### config.mk
export PLATFORM = sky130hd
export DESIGN_NAME = spi_reg_engine
export DESIGN_NICKNAME = d
export VERILOG_FILES = /design/src/rtl/spi_reg_pkg.sv /design/src/rtl/spi_sclk_gen.sv /design/src/rtl/spi_byte_shifter.sv /design/src/rtl/spi_ctrl_regs.sv /design/src/rtl/spi_reg_engine.sv
export SDC_FILE = /design/constraint.sdc
export NUM_CORES = 1
export LEC_CHECK = 0
export ABC_CLOCK_PERIOD_IN_PS = 4000
export BUFFER_PORTS_ARGS = -buffer_cell sky130_fd_sc_hd__buf_2
export CAP_MARGIN = 15
export CORE_MARGIN = 10
export CORE_UTILIZATION = 30
export CTS_CLUSTER_DIAMETER = 100
export DETAILED_ROUTE_END_ITERATION = 8
export PLACE_DENSITY = 0.61
export SLEW_MARGIN = 25
export SYNTH_ARGS = -nofsm -noshare
export SYNTH_HDL_FRONTEND = slang
export SYNTH_SLANG_ARGS = --single-unit
### constraint.sdc
create_clock -name clk -period 4 [get_ports clk]
set_clock_uncertainty 0.1 [all_clocks]
set_input_delay 0.4 -clock clk [delete_from_list [all_inputs] [get_ports clk]]
set_output_delay 0.4 -clock clk [all_outputs]
set_load 0.02 [all_outputs]
### src/rtl/spi_reg_pkg.sv
// Package: shared address map and configuration bit positions for the
// register-controlled SPI master. Assumes an 8-bit register width.
package spi_reg_pkg;
    localparam int ADDR_W = 16;
    localparam int REG_W  = 8;

    localparam logic [ADDR_W-1:0] ADDR_RXDATA = 16'hFEAB;
    localparam logic [ADDR_W-1:0] ADDR_CMD    = 16'hFEAC;
    localparam logic [ADDR_W-1:0] ADDR_CFG    = 16'hFEAD;

    localparam int BIT_SEL_LOW = 4;  // select held low
    localparam int BIT_SEL_WEN = 3;  // guard for select update
    localparam int BIT_BUSY    = 1;  // read-only transfer status
    localparam int BIT_CHK_EN  = 0;  // status check enable
endpackage

### src/rtl/spi_sclk_gen.sv
// Module: serial clock phase generator. While run is high, a phase
// counter walks 0..DIV-1. The first half of each period is low and the
// second half is high. A sample pulse marks the last low phase and a
// shift pulse marks the last high phase.
// Assumes DIV is even and at least 2.
module spi_sclk_gen #(
    parameter int DIV = 4
) (
    input  logic clk,
    input  logic rst_n,
    input  logic run,
    output logic sclk,
    output logic sample_pulse,
    output logic shift_pulse
);
    localparam int PH_W = (DIV > 2) ? $clog2(DIV) : 1;
    localparam logic [PH_W-1:0] HALF = PH_W'(DIV / 2);
    localparam logic [PH_W-1:0] LAST = PH_W'(DIV - 1);

    logic [PH_W-1:0] phase;

    // Phase counter: advances while running, parks at zero when idle.
    always_ff @(posedge clk) begin
        if (!rst_n || !run) begin
            phase <= '0;
        end else if (phase == LAST) begin
            phase <= '0;
        end else begin
            phase <= phase + 1'b1;
        end
    end

    // Clock level and edge markers derived from the phase.
    always_comb begin
        sclk         = run && (phase >= HALF);
        sample_pulse = run && (phase == HALF - 1'b1);
        shift_pulse  = run && (phase == LAST);
    end
endmodule

### src/rtl/spi_byte_shifter.sv
// Module: one-byte shift engine. A start while idle loads the transmit
// byte and runs BITS clock periods. The input line is sampled on each
// sample pulse and the transmit register moves on each shift pulse.
// done marks the final cycle of a byte.
module spi_byte_shifter #(
    parameter int BITS = 8,
    parameter int DIV  = 4
) (
    input  logic            clk,
    input  logic            rst_n,
    input  logic            start,
    input  logic [BITS-1:0] tx_byte,
    input  logic            miso,
    output logic            busy,
    output logic            done,
    output logic            sclk,
    output logic            mosi,
    output logic [BITS-1:0] rx_byte
);
    localparam int CNT_W = $clog2(BITS);
    localparam logic [CNT_W-1:0] LAST_BIT = CNT_W'(BITS - 1);

    logic [BITS-1:0]  tx_q;
    logic [BITS-1:0]  rx_q;
    logic [CNT_W-1:0] bit_cnt;
    logic             sample_pulse;
    logic             shift_pulse;

    spi_sclk_gen #(.DIV(DIV)) u_clkgen (
        .clk          (clk),
        .rst_n        (rst_n),
        .run          (busy),
        .sclk         (sclk),
        .sample_pulse (sample_pulse),
        .shift_pulse  (shift_pulse)
    );

    // End of the last bit period.
    always_comb done = busy && shift_pulse && (bit_cnt == LAST_BIT);

    // Transfer control: load on start, advance the bit count, stop after the last bit.
    always_ff @(posedge clk) begin
        if (!rst_n) begin
            busy    <= 1'b0;
            bit_cnt <= '0;
            tx_q    <= '0;
        end else if (!busy) begin
            if (start) begin
                busy    <= 1'b1;
                bit_cnt <= '0;
                tx_q    <= tx_byte;
            end
        end else if (shift_pulse) begin
            tx_q    <= {tx_q[BITS-2:0], 1'b0};
            bit_cnt <= bit_cnt + 1'b1;
            if (done) begin
                busy <= 1'b0;
            end
        end
    end

    // Receive register: gather input bits MSB first.
    always_ff @(posedge clk) begin
        if (!rst_n) begin
            rx_q <= '0;
        end else if (sample_pulse) begin
            rx_q <= {rx_q[BITS-2:0], miso};
        end
    end

    always_comb begin
        mosi    = busy && tx_q[BITS-1];
        rx_byte = rx_q;
    end
endmodule

### src/rtl/spi_ctrl_regs.sv
// Module: host register file. Decodes writes to the command and
// configuration registers, holds the select control and the received
// byte, and returns read data combinationally. Assumes one write strobe
// per register access.
module spi_ctrl_regs
    import spi_reg_pkg::*;
(
    input  logic              clk,
    input  logic              rst_n,
    input  logic [ADDR_W-1:0] reg_addr,
    input  logic              reg_wr,
    input  logic [REG_W-1:0]  reg_wdata,
    output logic [REG_W-1:0]  reg_rdata,
    input  logic              busy,
    input  logic              done,
    input  logic [REG_W-1:0]  rx_byte,
    output logic              cmd_start,
    output logic              sel_low
);
    logic             chk_en_q;
    logic             wen_q;
    logic [REG_W-1:0] data_q;
    logic             cfg_wr;

    always_comb begin
        cfg_wr    = reg_wr && (reg_addr == ADDR_CFG);
        cmd_start = reg_wr && (reg_addr == ADDR_CMD) && !busy;
    end

    // Configuration storage: the select bit is guarded by written bit 3.
    always_ff @(posedge clk) begin
        if (!rst_n) begin
            chk_en_q <= 1'b0;
            wen_q    <= 1'b0;
            sel_low  <= 1'b0;
        end else if (cfg_wr) begin
            chk_en_q <= reg_wdata[BIT_CHK_EN];
            wen_q    <= reg_wdata[BIT_SEL_WEN];
            if (reg_wdata[BIT_SEL_WEN]) begin
                sel_low <= reg_wdata[BIT_SEL_LOW];
            end
        end
    end

    // Received byte: captured when a transfer completes.
    always_ff @(posedge clk) begin
        if (!rst_n) begin
            data_q <= '0;
        end else if (done) begin
            data_q <= rx_byte;
        end
    end

    // Read multiplexer.
    always_comb begin
        reg_rdata = '0;
        if (reg_addr == ADDR_RXDATA) begin
            reg_rdata = data_q;
        end else if (reg_addr == ADDR_CFG) begin
            reg_rdata[BIT_SEL_LOW] = sel_low;
            reg_rdata[BIT_SEL_WEN] = wen_q;
            reg_rdata[BIT_BUSY]    = busy && chk_en_q;
            reg_rdata[BIT_CHK_EN]  = chk_en_q;
        end
    end
endmodule

### src/rtl/spi_reg_engine.sv
// Module: top of the register-controlled SPI master. Connects the host
// register file to the byte shifter. Chip select is a software-held
// level and is independent of transfers.
module spi_reg_engine
    import spi_reg_pkg::*;
#(
    parameter int SCLK_DIV = 4
) (
    input  logic              clk,
    input  logic              rst_n,
    input  logic [ADDR_W-1:0] reg_addr,
    input  logic              reg_wr,
    input  logic [REG_W-1:0]  reg_wdata,
    output logic [REG_W-1:0]  reg_rdata,
    output logic              spi_sclk,
    output logic              spi_mosi,
    input  logic              spi_miso,
    output logic              spi_csn
);
    logic             busy;
    logic             done;
    logic             cmd_start;
    logic             sel_low;
    logic [REG_W-1:0] rx_byte;

    spi_ctrl_regs u_regs (
        .clk       (clk),
        .rst_n     (rst_n),
        .reg_addr  (reg_addr),
        .reg_wr    (reg_wr),
        .reg_wdata (reg_wdata),
        .reg_rdata (reg_rdata),
        .busy      (busy),
        .done      (done),
        .rx_byte   (rx_byte),
        .cmd_start (cmd_start),
        .sel_low   (sel_low)
    );

    spi_byte_shifter #(.BITS(REG_W), .DIV(SCLK_DIV)) u_shift (
        .clk     (clk),
        .rst_n   (rst_n),
        .start   (cmd_start),
        .tx_byte (reg_wdata),
        .miso    (spi_miso),
        .busy    (busy),
        .done    (done),
        .sclk    (spi_sclk),
        .mosi    (spi_mosi),
        .rx_byte (rx_byte)
    );

    // Select pin: active low, driven by the software-held control bit.
    always_comb spi_csn = !sel_low;
endmodule

==> results_dict.tcl <==
set metrics [dict create \
    crit_type "input port to primary output" \
    critPathLaunchType "input port" \
    die_h_um 91.2 \
    hp-start "spi_miso" \
    gp_congestion 0.737 \
    max_freq_ghz 0.402 \
    cts_buffers 5 \
    yosys_warnings 0 \
    clockBufferDepth 2 \
    synth-main-ff-cell "dfxtp_1" \
    vias 1351 \
    dieArea_mm2 0.00831 \
    min_path_type "input port to flip-flop" \
    ys_ff_latch 33 \
    power.density_mw_per_mm2 385 \
    wl_um 3700 \
    hold_buffers 0 \
    die_w_um 91.2 \
    yosysUniqueCellTypes 32 \
    io_buffers 38 \
    finalSetupViolations 0 \
    clock-root-buffer "clkbuf_8" \
    worstPathRequired_ns 3.50 \
    hold-worst-slack_ns 0.270 \
    synthCells 170 \
    nets 238 \
    finalPower_mw 0.729 \
    cts_sinks 33 \
    io_pins 39 \
    cts_setup_buffers 0 \
    drt-wirelength-per-cell_um 13.5 \
    synth_edf_count 0 \
    hold_violations 0 \
    worstSetupEndpointType "primary output" \
    drv_slew 0 \
    fin_crit_sh_pct 62.1 \
    grt_antenna_before_repair 0 \
    synth.largest_area_cell "dfxtp_1" \
    cellLeakagePower_nw 0.725 \
    syn_avg_cell_area_um2 8.94 \
    yosys.area.top_type_share_pct 43.5 \
    route.detailed.drc 0 \
    tns_ns 0 \
    antenna_cells 0 \
    async_flop_share_pct 0 \
    globalRouteOverflowTotal 0 \
    grt_pass1_vias 1304 \
    max_cap_viol_count 0 \
    drt_iter0_markers 90 \
    firstDrtPassIters 4 \
    period_minus_slack_ns 2.49 \
    r2r_start "u_shift.busy" \
    ys_top_cells_by_area "dfxtp_1 43%, nand2_1 8.4%, mux2i_1 6.6%" \
    dp_hpwl_um 2780 \
    cts.clk_slew.worst_paths_ns 0.07 \
    cp_max_fo 8 \
    rsz0062_at_grt "false" \
    synth_nets 202 \
    rows 25 \
    clock_latency_ns 0.29 \
    drive_above_1_share_pct 27.1 \
    syn-cell-area_mm2 0.00152 \
    worst-slew-pin-transition_ns 0.986 \
    worstPathArrival_ns 1.99 \
    start_util_pct 31.5 \
    ir_drop_mv 0.173 \
    ys_seq_area_share_pct 43.5 \
    cts_tree "built" \
    relSlewSlack_pct 34.2 \
    antenna_left 0 \
    coreArea_mm2 0.00482 \
    cts-resized-gates 0 \
    grt_pass1_wl_um 6070 \
    grt_max_degree 27 \
    status "completed" \
    track_usage_pct 8.82 \
    syn2layout_area_growth_pct 24.6 \
    htree_levels 2 \
    crit_start "reg_addr[8]" \
    vias_per_cell 4.93 \
]
-- state kept, by name (all words and copies together) (netlist names) --
register,flops
u_regs.chk_en_q,1
u_regs.data_q,8
u_regs.sel_low,1
u_regs.wen_q,1
u_shift.bit_cnt,3
u_shift.busy,1
u_shift.rx_byte,8
u_shift.tx_q,8
u_shift.u_clkgen.phase,2
-- final timing paths --
path,endpoint,slack [ns],depth (start not counted)
setup / recovery,reg_rdata[3],1.51,6
hold reg to reg,u_regs.data_q[5],0.35,2
hold / removal,u_shift.rx_byte[0],0.27,3
setup reg to reg,u_regs.data_q[6],1.81,4
-- stage by stage --
step,setup slack [ns],area [µm²],cells,util [%]
final,1.51,1890,274,39.3
after global routing,1.41,1890,274,39.3
after CTS,1.50,1890,274,39.3
after detailed placement,1.50,1760,266,36.5
after global placement,1.52,1760,266,36.5
after floorplan,1.76,1520,170,-
-- routing by layer --
metal	wire length [µm]	up-vias	track usage [%]
li1	-	684	-
met1	1660	625	10.3
met2	1740	33	14.2
met3	257	9	3.70
met4	44	0	3.13
met5	0	-	0
-- synth_stat cells (4+ instances only) --
| cell type | count |
|---|---|
| clkbuf_1 | 8 |
| ha_1 | 4 |
| a221oi_2 | 6 |
| mux2i_1 | 10 |
| dfxtp_1 | 33 |
| nand2_1 | 34 |
| and2_1 | 8 |
| a21oi_1 | 17 |
| nand3_1 | 10 |
| nor2_1 | 9 |
-- critical path, cell delays in order --
cell,delay (ns)
buf_2,0.09
nand4b_1,0.18
or4_4,0.55
and4bb_2,0.43
a22o_1,0.17
buf_2,0.16
-- logic make-up after synthesis --
family / share of synthesized area (%)
buffers and inverters: 3.46
adder cells (fa/ha/maj): 3.30
AND/OR/NAND/NOR: 25.1
flip-flops: 43.5
AO/OA/AOI/OAI: 18.0
multiplexers: 6.59
-- layout by cell type (no fill, tap or decap), types with 5 or more instances in the layout --
cell and count:
dfxtp_1 33, buf_2 38, mux2i_1 10, a21oi_1 17, nand2_1 34, clkbuf_8 5, nand3_1 10, and2_1 8
a221oi_2 6, nor2_1 9
-- final cells by class --
class                      instances  area, µm²
clock buffer                       5       68.8
clock inverter                     3       65.1
fill                             532       2920
inverter                           3       11.3
multi-input combinational        124        806
sequential                        33        661
tap                               67       83.8
timing repair buffer              39        198
-- power by group --
part	internal (mW)	switching [mW]	leakage, nW	total [mW]
Combinational	0.0130	0.0146	0.391	0.0276
Sequential	0.328	0.00000203	0.266	0.328
Clock	0.247	0.125	0.0681	0.373
Total	0.589	0.140	0.725	0.729
No activity file was read; power rests on OpenSTA's default activity.
